--- config.mk ---
export PLATFORM = sky130hd
export DESIGN_NAME = dsp_cond_status
export DESIGN_NICKNAME = d
export VERILOG_FILES = /design/src/rtl/dcs_pkg.sv /design/src/rtl/dcs_cond_select.sv /design/src/rtl/dcs_update_ctrl.sv /design/src/rtl/dcs_wb_gate.sv /design/src/rtl/dsp_cond_status.sv
export SDC_FILE = /design/constraint.sdc
export NUM_CORES = 1
export LEC_CHECK = 0
export ABC_CLOCK_PERIOD_IN_PS = 1290
export BUFFER_PORTS_ARGS = -buffer_cell sky130_fd_sc_hd__buf_4
export CAP_MARGIN = 20
export CELL_PAD_IN_SITES_DETAIL_PLACEMENT = 0
export CELL_PAD_IN_SITES_GLOBAL_PLACEMENT = 1
export CORE_MARGIN = 2
export CORE_UTILIZATION = 21
export DETAILED_ROUTE_END_ITERATION = 7
export PLACE_DENSITY = 0.76
export SLEW_MARGIN = 15
export SYNTH_ARGS = -nofsm -noshare
export SYNTH_HDL_FRONTEND = slang
export SYNTH_SLANG_ARGS = --single-unit
export TNS_END_PERCENT = 1
--- constraint.sdc ---
create_clock -name clk_i -period 1.29 [get_ports clk_i]
set_input_delay 0 -clock clk_i [delete_from_list [all_inputs] [get_ports clk_i]]
set_output_delay 0 -clock clk_i [all_outputs]
set_load 0.01 [all_outputs]
--- src/rtl/dcs_pkg.sv ---
package dcs_pkg;
  localparam int unsigned SR_W     = 8;
  localparam int unsigned BUS_W    = 32;
  localparam int unsigned CS_W     = 3;
  localparam int unsigned FLAG_W   = 4;
  localparam int unsigned DC_BIT   = 0;
  localparam int unsigned CS_LO    = 1;
  localparam int unsigned FLAG_LO  = CS_LO + CS_W;

  typedef enum logic [1:0] {
    CLS_ALU  = 2'b00,
    CLS_MUL  = 2'b01,
    CLS_MOVE = 2'b10,
    CLS_CPU  = 2'b11
  } op_class_e;

  typedef enum logic [CS_W-1:0] {
    SEL_CARRY = 3'b000,
    SEL_NEG   = 3'b001,
    SEL_ZERO  = 3'b010,
    SEL_OVF   = 3'b011,
    SEL_GT    = 3'b100,
    SEL_GE    = 3'b101
  } cond_sel_e;

  typedef struct packed {
    logic gt;
    logic ovf;
    logic neg;
    logic zero;
  } flags_t;
endpackage

--- src/rtl/dcs_cond_select.sv ---
module dcs_cond_select
  import dcs_pkg::*;
(
  input  logic [CS_W-1:0] cs_i,
  input  logic            carry_i,
  input  logic            neg_i,
  input  logic            zero_i,
  input  logic            ovf_i,
  output flags_t          flags_o,
  output logic            dc_o
);
  logic ge;
  assign ge = ~(neg_i ^ ovf_i);

  always_comb begin
    flags_o.zero = zero_i;
    flags_o.neg  = neg_i;
    flags_o.ovf  = ovf_i;
    flags_o.gt   = ge & ~zero_i;
  end

  always_comb begin
    unique case (cs_i)
      SEL_CARRY: dc_o = carry_i;
      SEL_NEG:   dc_o = neg_i;
      SEL_ZERO:  dc_o = zero_i;
      SEL_OVF:   dc_o = ovf_i;
      SEL_GT:    dc_o = ge & ~zero_i;
      SEL_GE:    dc_o = ge;
      default:   dc_o = 1'b0;  // reserved codes
    endcase
  end
endmodule

--- src/rtl/dcs_update_ctrl.sv ---
module dcs_update_ctrl
  import dcs_pkg::*;
(
  input  logic       op_valid_i,
  input  logic [1:0] op_class_i,
  input  logic       op_cond_i,
  output logic       upd_o
);
  // only unconditional ALU-class operations touch the flags
  assign upd_o = op_valid_i & ~op_cond_i & (op_class_i == CLS_ALU);
endmodule

--- src/rtl/dcs_wb_gate.sv ---
module dcs_wb_gate (
  input  logic op_cond_i,
  input  logic op_if_true_i,
  input  logic dc_i,
  output logic wb_en_o
);
  assign wb_en_o = op_cond_i ? ~(op_if_true_i ^ dc_i) : 1'b1;
endmodule

--- src/rtl/dsp_cond_status.sv ---
module dsp_cond_status
  import dcs_pkg::*;
(
  input  logic             clk_i,
  input  logic             rst_ni,
  input  logic             op_valid_i,
  input  logic [1:0]       op_class_i,
  input  logic             op_cond_i,
  input  logic             op_if_true_i,
  input  logic             res_carry_i,
  input  logic             res_neg_i,
  input  logic             res_zero_i,
  input  logic             res_ovf_i,
  input  logic             sr_wr_i,
  input  logic [BUS_W-1:0] sr_wdata_i,
  output logic [BUS_W-1:0] sr_rdata_o,
  output logic             wb_en_o
);
  localparam int unsigned PAD_W = BUS_W - SR_W;

  logic [SR_W-1:0]  sr_q;
  logic [CS_W-1:0]  cs_q;
  logic             dc_q;
  flags_t           new_flags;
  logic             new_dc;
  logic             upd;

  assign cs_q = sr_q[CS_LO +: CS_W];
  assign dc_q = sr_q[DC_BIT];

  dcs_cond_select u_sel (
    .cs_i    (cs_q),
    .carry_i (res_carry_i),
    .neg_i   (res_neg_i),
    .zero_i  (res_zero_i),
    .ovf_i   (res_ovf_i),
    .flags_o (new_flags),
    .dc_o    (new_dc)
  );

  dcs_update_ctrl u_upd (
    .op_valid_i (op_valid_i),
    .op_class_i (op_class_i),
    .op_cond_i  (op_cond_i),
    .upd_o      (upd)
  );

  dcs_wb_gate u_wb (
    .op_cond_i    (op_cond_i),
    .op_if_true_i (op_if_true_i),
    .dc_i         (dc_q),
    .wb_en_o      (wb_en_o)
  );

  always_ff @(posedge clk_i or negedge rst_ni) begin
    if (!rst_ni)       sr_q <= '0;
    else if (sr_wr_i)  sr_q <= sr_wdata_i[SR_W-1:0];  // load wins over update
    else if (upd)      sr_q <= {new_flags, cs_q, new_dc};
  end

  assign sr_rdata_o = {{PAD_W{1'b0}}, sr_q};

  assert_sr_load_R9: assert property (@(posedge clk_i) disable iff (!rst_ni)
    sr_wr_i |=> sr_rdata_o[SR_W-1:0] == $past(sr_wdata_i[SR_W-1:0]));

  assert_hold_other_R6: assert property (@(posedge clk_i) disable iff (!rst_ni)
    (!sr_wr_i && op_valid_i && op_class_i != CLS_ALU) |=> $stable(sr_rdata_o));

  assert_hold_cond_R7: assert property (@(posedge clk_i) disable iff (!rst_ni)
    (!sr_wr_i && op_cond_i) |=> $stable(sr_rdata_o));

  assert_reserved_dc_R5: assert property (@(posedge clk_i) disable iff (!rst_ni)
    (!sr_wr_i && op_valid_i && !op_cond_i && op_class_i == CLS_ALU && cs_q[2:1] == 2'b11)
    |=> sr_rdata_o[DC_BIT] == 1'b0);

  assert_cs_kept_R3: assert property (@(posedge clk_i) disable iff (!rst_ni)
    !sr_wr_i |=> $stable(sr_rdata_o[CS_LO +: CS_W]));

  assert_wb_uncond_R8: assert property (@(posedge clk_i) disable iff (!rst_ni)
    !op_cond_i |-> wb_en_o);
endmodule

==> results.md <==
Clock tree:
- The number of buffers created by CTS is 3.
- Clock latency on the worst-skew pair, taken at its later pin, is 260 ps.
- Clock-pin slew was measured on the worst setup and hold paths at 60 ps.
- The clock net sink count is 8.
- CTS built an H-tree with a depth of 1.
- Clock tree synthesis selected as its root buffer the cell sky130_fd_sc_hd__clkbuf_4.
- The maximum clock path buffer count is 2.
- TritonCTS built the clock tree.

Power and ir drop:
- The peak ir drop on the vdd network is 336 µV.
- The power per standard cell area is 797 nW/µm².
- The internal power of the cells is 0.519 mW.
- Sequential cells account for 39.4% of the total power.
- The overall power consumption is 0.752 mW.
- The leakage power is 0.479 nW.
- The combinational power share is 33.8%.
- The net switching power is 0.234 mW.
- The part of the power in the clock network is 26.7%.
- The fraction of power spent switching nets is 31.1%.

Die:
- Measured along the x axis, the die boundary spans 60.1 µm.
- The region available for standard cell placement spans 3030 µm².
- The placement row count is 20.
- The chip height is 60.1 µm.
- The boundary pin count is 77.
- The initial utilization of the core area, before any placement, comes to 21.9%.
- The floorplan die area is 3620 µm².

Timing:
- Of the available clock period, the critical path in the final layout requires 95.1%.
- The max-slew violation total from the final report came to 0.
- Setup repair after global routing left no endpoint under its margin.
- The worst setup skew after layout is 4.71 ps.
- Summed over all failing endpoints, the final setup total negative slack is 0 ps.
- The worst path in the final design needs a cycle of 1230 ps, including I/O delays and setup.
- The number of hold-slack violations in the final timing report was 0.
- The final setup violation count is 0.
- The worst-case hold slack is 39.6 ps.
- Timing would allow up to 0.815 GHz.

Hold path:
- The worst hold path belongs to the class in2reg.

Routing:
- Summed over all layers, the routed wires come to 1500 µm.
- The post-route antenna net violation count is 0.
- The first TritonRoute pass finished after 4 iterations.
- In the final routed layout, each cell accounts on average for 9.67 µm.
- The post-detailed-route via-to-cell ratio is 3.57.
- The number of violations reported at the end of detailed-routing iteration 0 is 15.
- For this run, design rule violations remaining after detail routing come to 0.
- The final route contains 553 vias.

Synthesis:
- After synthesis, the cell types taking the most area are sky130_fd_sc_hd__dfrtp_1 (30%), sky130_fd_sc_hd__buf_4 (28%), sky130_fd_sc_hd__mux2i_1 (6.0%).
- The commonest register cell after synthesis is sky130_fd_sc_hd__dfrtp_1.
- The most instantiated library cell after synthesis is sky130_fd_sc_hd__buf_4.
- Of the synthesized area, sequential elements account for 30.2%.
- The proportion of synthesized flip-flops having asynchronous set or reset is 100%.
- After synthesis the netlist holds a flip-flop and latch count of 8.
- The mean instance size in the synthesized netlist is 9.07 µm².
- The warning count from the yosys run is 0.
- Ranked by instance count, the synthesized netlist is headed by sky130_fd_sc_hd__buf_4 (25), sky130_fd_sc_hd__dfrtp_1 (8), sky130_fd_sc_hd__nand2_1 (5).
- The post-synth design cell area is 662 µm².
- The gate count after technology mapping is 73.
- The share of the synthesized area in the top cell type is 30.2%.
- The count of flip-flops with a built-in enable after synthesis is 0.
- The largest total area in the synthesized netlist belongs to sky130_fd_sc_hd__dfrtp_1.
- The unique cell type count in the Yosys netlist is 27.

Placement:
- The total of buffers placed on input and output ports is 28.
- The cell area after placement is 840 µm².
- The number of cells after detailed placement is 144.
- The final estimated routing congestion in global placement is 0.841.
- The half-perimeter wire length after placement is 1200 µm.

Worst setup path:
- The maximum fanout count along the critical path is 6.
- The type of the worst setup path is reg2reg.
- In this run the critical register-to-register path is captured at sr_q[0].
- The nature of the critical path endpoint is a flop.
- Across all register-to-register paths, the minimum setup slack is 60 ps.
- The worst setup path is launched from a flop.
- The reg-to-reg startpoint is sr_q[1].
- The destination of the critical timing path is sr_q[0].
- The data arrival time of the critical path is 1360 ps.
- The length in cells of the worst reg-to-reg path is 3.
- The endpoint required time on the critical path is 1430 ps.
- The startpoint of the most critical setup path is sr_q[1].

Final layout:
- The share of layout cells above drive strength 1 is 35.1%.
- The largest registers in the layout are sr_q (8).
- The post-route non-filler standard cell count is 155.
- 0 antenna diodes ended up in the layout.
- The count of nets after finishing is 157.
- The register with the highest flop count is sr_q.
- The flip-flop count of the largest register after layout is 8.
- Relative to the synthesized area, the layout overhead comes to 42.5%.
- Once layout is done, the placed cells without fillers occupy 943 µm².

Global route:
- The maximum number of pins on one net before global-route repair is 16.
- The number of global-route vias before repair is 491.
- The wire length of the first global-routing pass is 2230 µm.
- The initial antenna violation count is 0.
- The global-route congestion overflow total is 0.
- The total global-route track usage is 8.35%.

Outcome:
- The flow ran to the end, and the final reports show no timing, DRC or antenna violations.

Run:
- The max-capacitance violation count is 0.
==> placed cells by master, fill, tap and decap left out, drive strengths merged, types with 3 or more instances in the layout <==
master,synthesis,final
clkbuf,1,3
dlygate4sd3,0,8
o21ai,4,4
nand2b,4,4
conb,1,24
dfrtp,8,8
buf,26,31
nand2,5,5
mux2i,4,4
==> worst min path at each step <==
stage / start / endpoint / slack (ps) / cells after the start
after global routing: sr_wr_i / sr_q[6] / 60 / 2
after global placement: rst_ni / sr_q[0] / -170 / 1
after detailed placement: rst_ni / sr_q[3] / -170 / 1
after floorplan: rst_ni / sr_q[0] / -300 / 0
final: sr_wr_i / sr_q[5] / 40 / 2
after CTS: sr_wr_i / sr_q[5] / 40 / 2
==> worst max-delay path, cell delays in order (launching register included) <==
cell and delay (ps):
sky130_fd_sc_hd__dfrtp_2 440, sky130_fd_sc_hd__or3b_2 470, sky130_fd_sc_hd__o211ai_1 120, sky130_fd_sc_hd__o31ai_2 70
==> logic make-up after synthesis <==
kind of cell / Yosys count / share of synthesized area, %
AOI/OAI and AO/OA: 11 / 11.9
buffers and inverters: 28 / 30.2
muxes: 6 / 9.45
and+or+nand+nor: 18 / 16.3
other: 1 / 0.567
DFF: 8 / 30.2
xor gates and xnor gates: 1 / 1.32
==> per-stage QoR <==
stage	worst slack (ps)	util [%]
floorplan	66.3	-
global placement	-50.3	27.7
detailed placement	-34.9	27.7
CTS	47.7	31.1
global route	16.0	31.2
finish	63.7	31.2
==> layout make-up <==
| cell class | instances | area [µm²] |
|---|---|---|
| fill | 315 | 2080 |
| multi-input combinational | 60 | 348 |
| timing repair buffer | 39 | 313 |
| sequential | 8 | 201 |
| tap | 44 | 55.1 |
| clock buffer | 3 | 22.5 |
| inverter | 1 | 3.75 |
==> metal layers <==
layer	vias up	GRT usage, %	routed length (µm)	part of all wire [%]
li1	275	-	-	-
met1	248	10.7	646	43
met2	30	13.0	728	49
met3	0	2.81	123	8.2
met4	0	2.86	0	0
met5	-	0	0	0
==> power groups by stage <==
| stage | registers [mW] | clock network [mW] | logic [mW] |
|---|---|---|---|
| 5_1_grt | 0.301 | 0.224 | 0.281 |
| 3_5_place_dp | 0.301 | 0 | 0.237 |
| 2_1_floorplan | 0.310 | 0 | 0.161 |
| 4_1_cts | 0.296 | 0.211 | 0.257 |
| 6_report | 0.297 | 0.201 | 0.254 |
| 3_3_place_gp | 0.299 | 0 | 0.233 |
==> repair_timing <==
item                                    4_1_cts  5_1_grt
hold buffers                                  8        0
resized for setup                             0        1
endpoints found under the setup margin        0        1
buffers inserted                              0        0
hold endpoints to repair                     15        0
(Power assumes the default switching activity.)
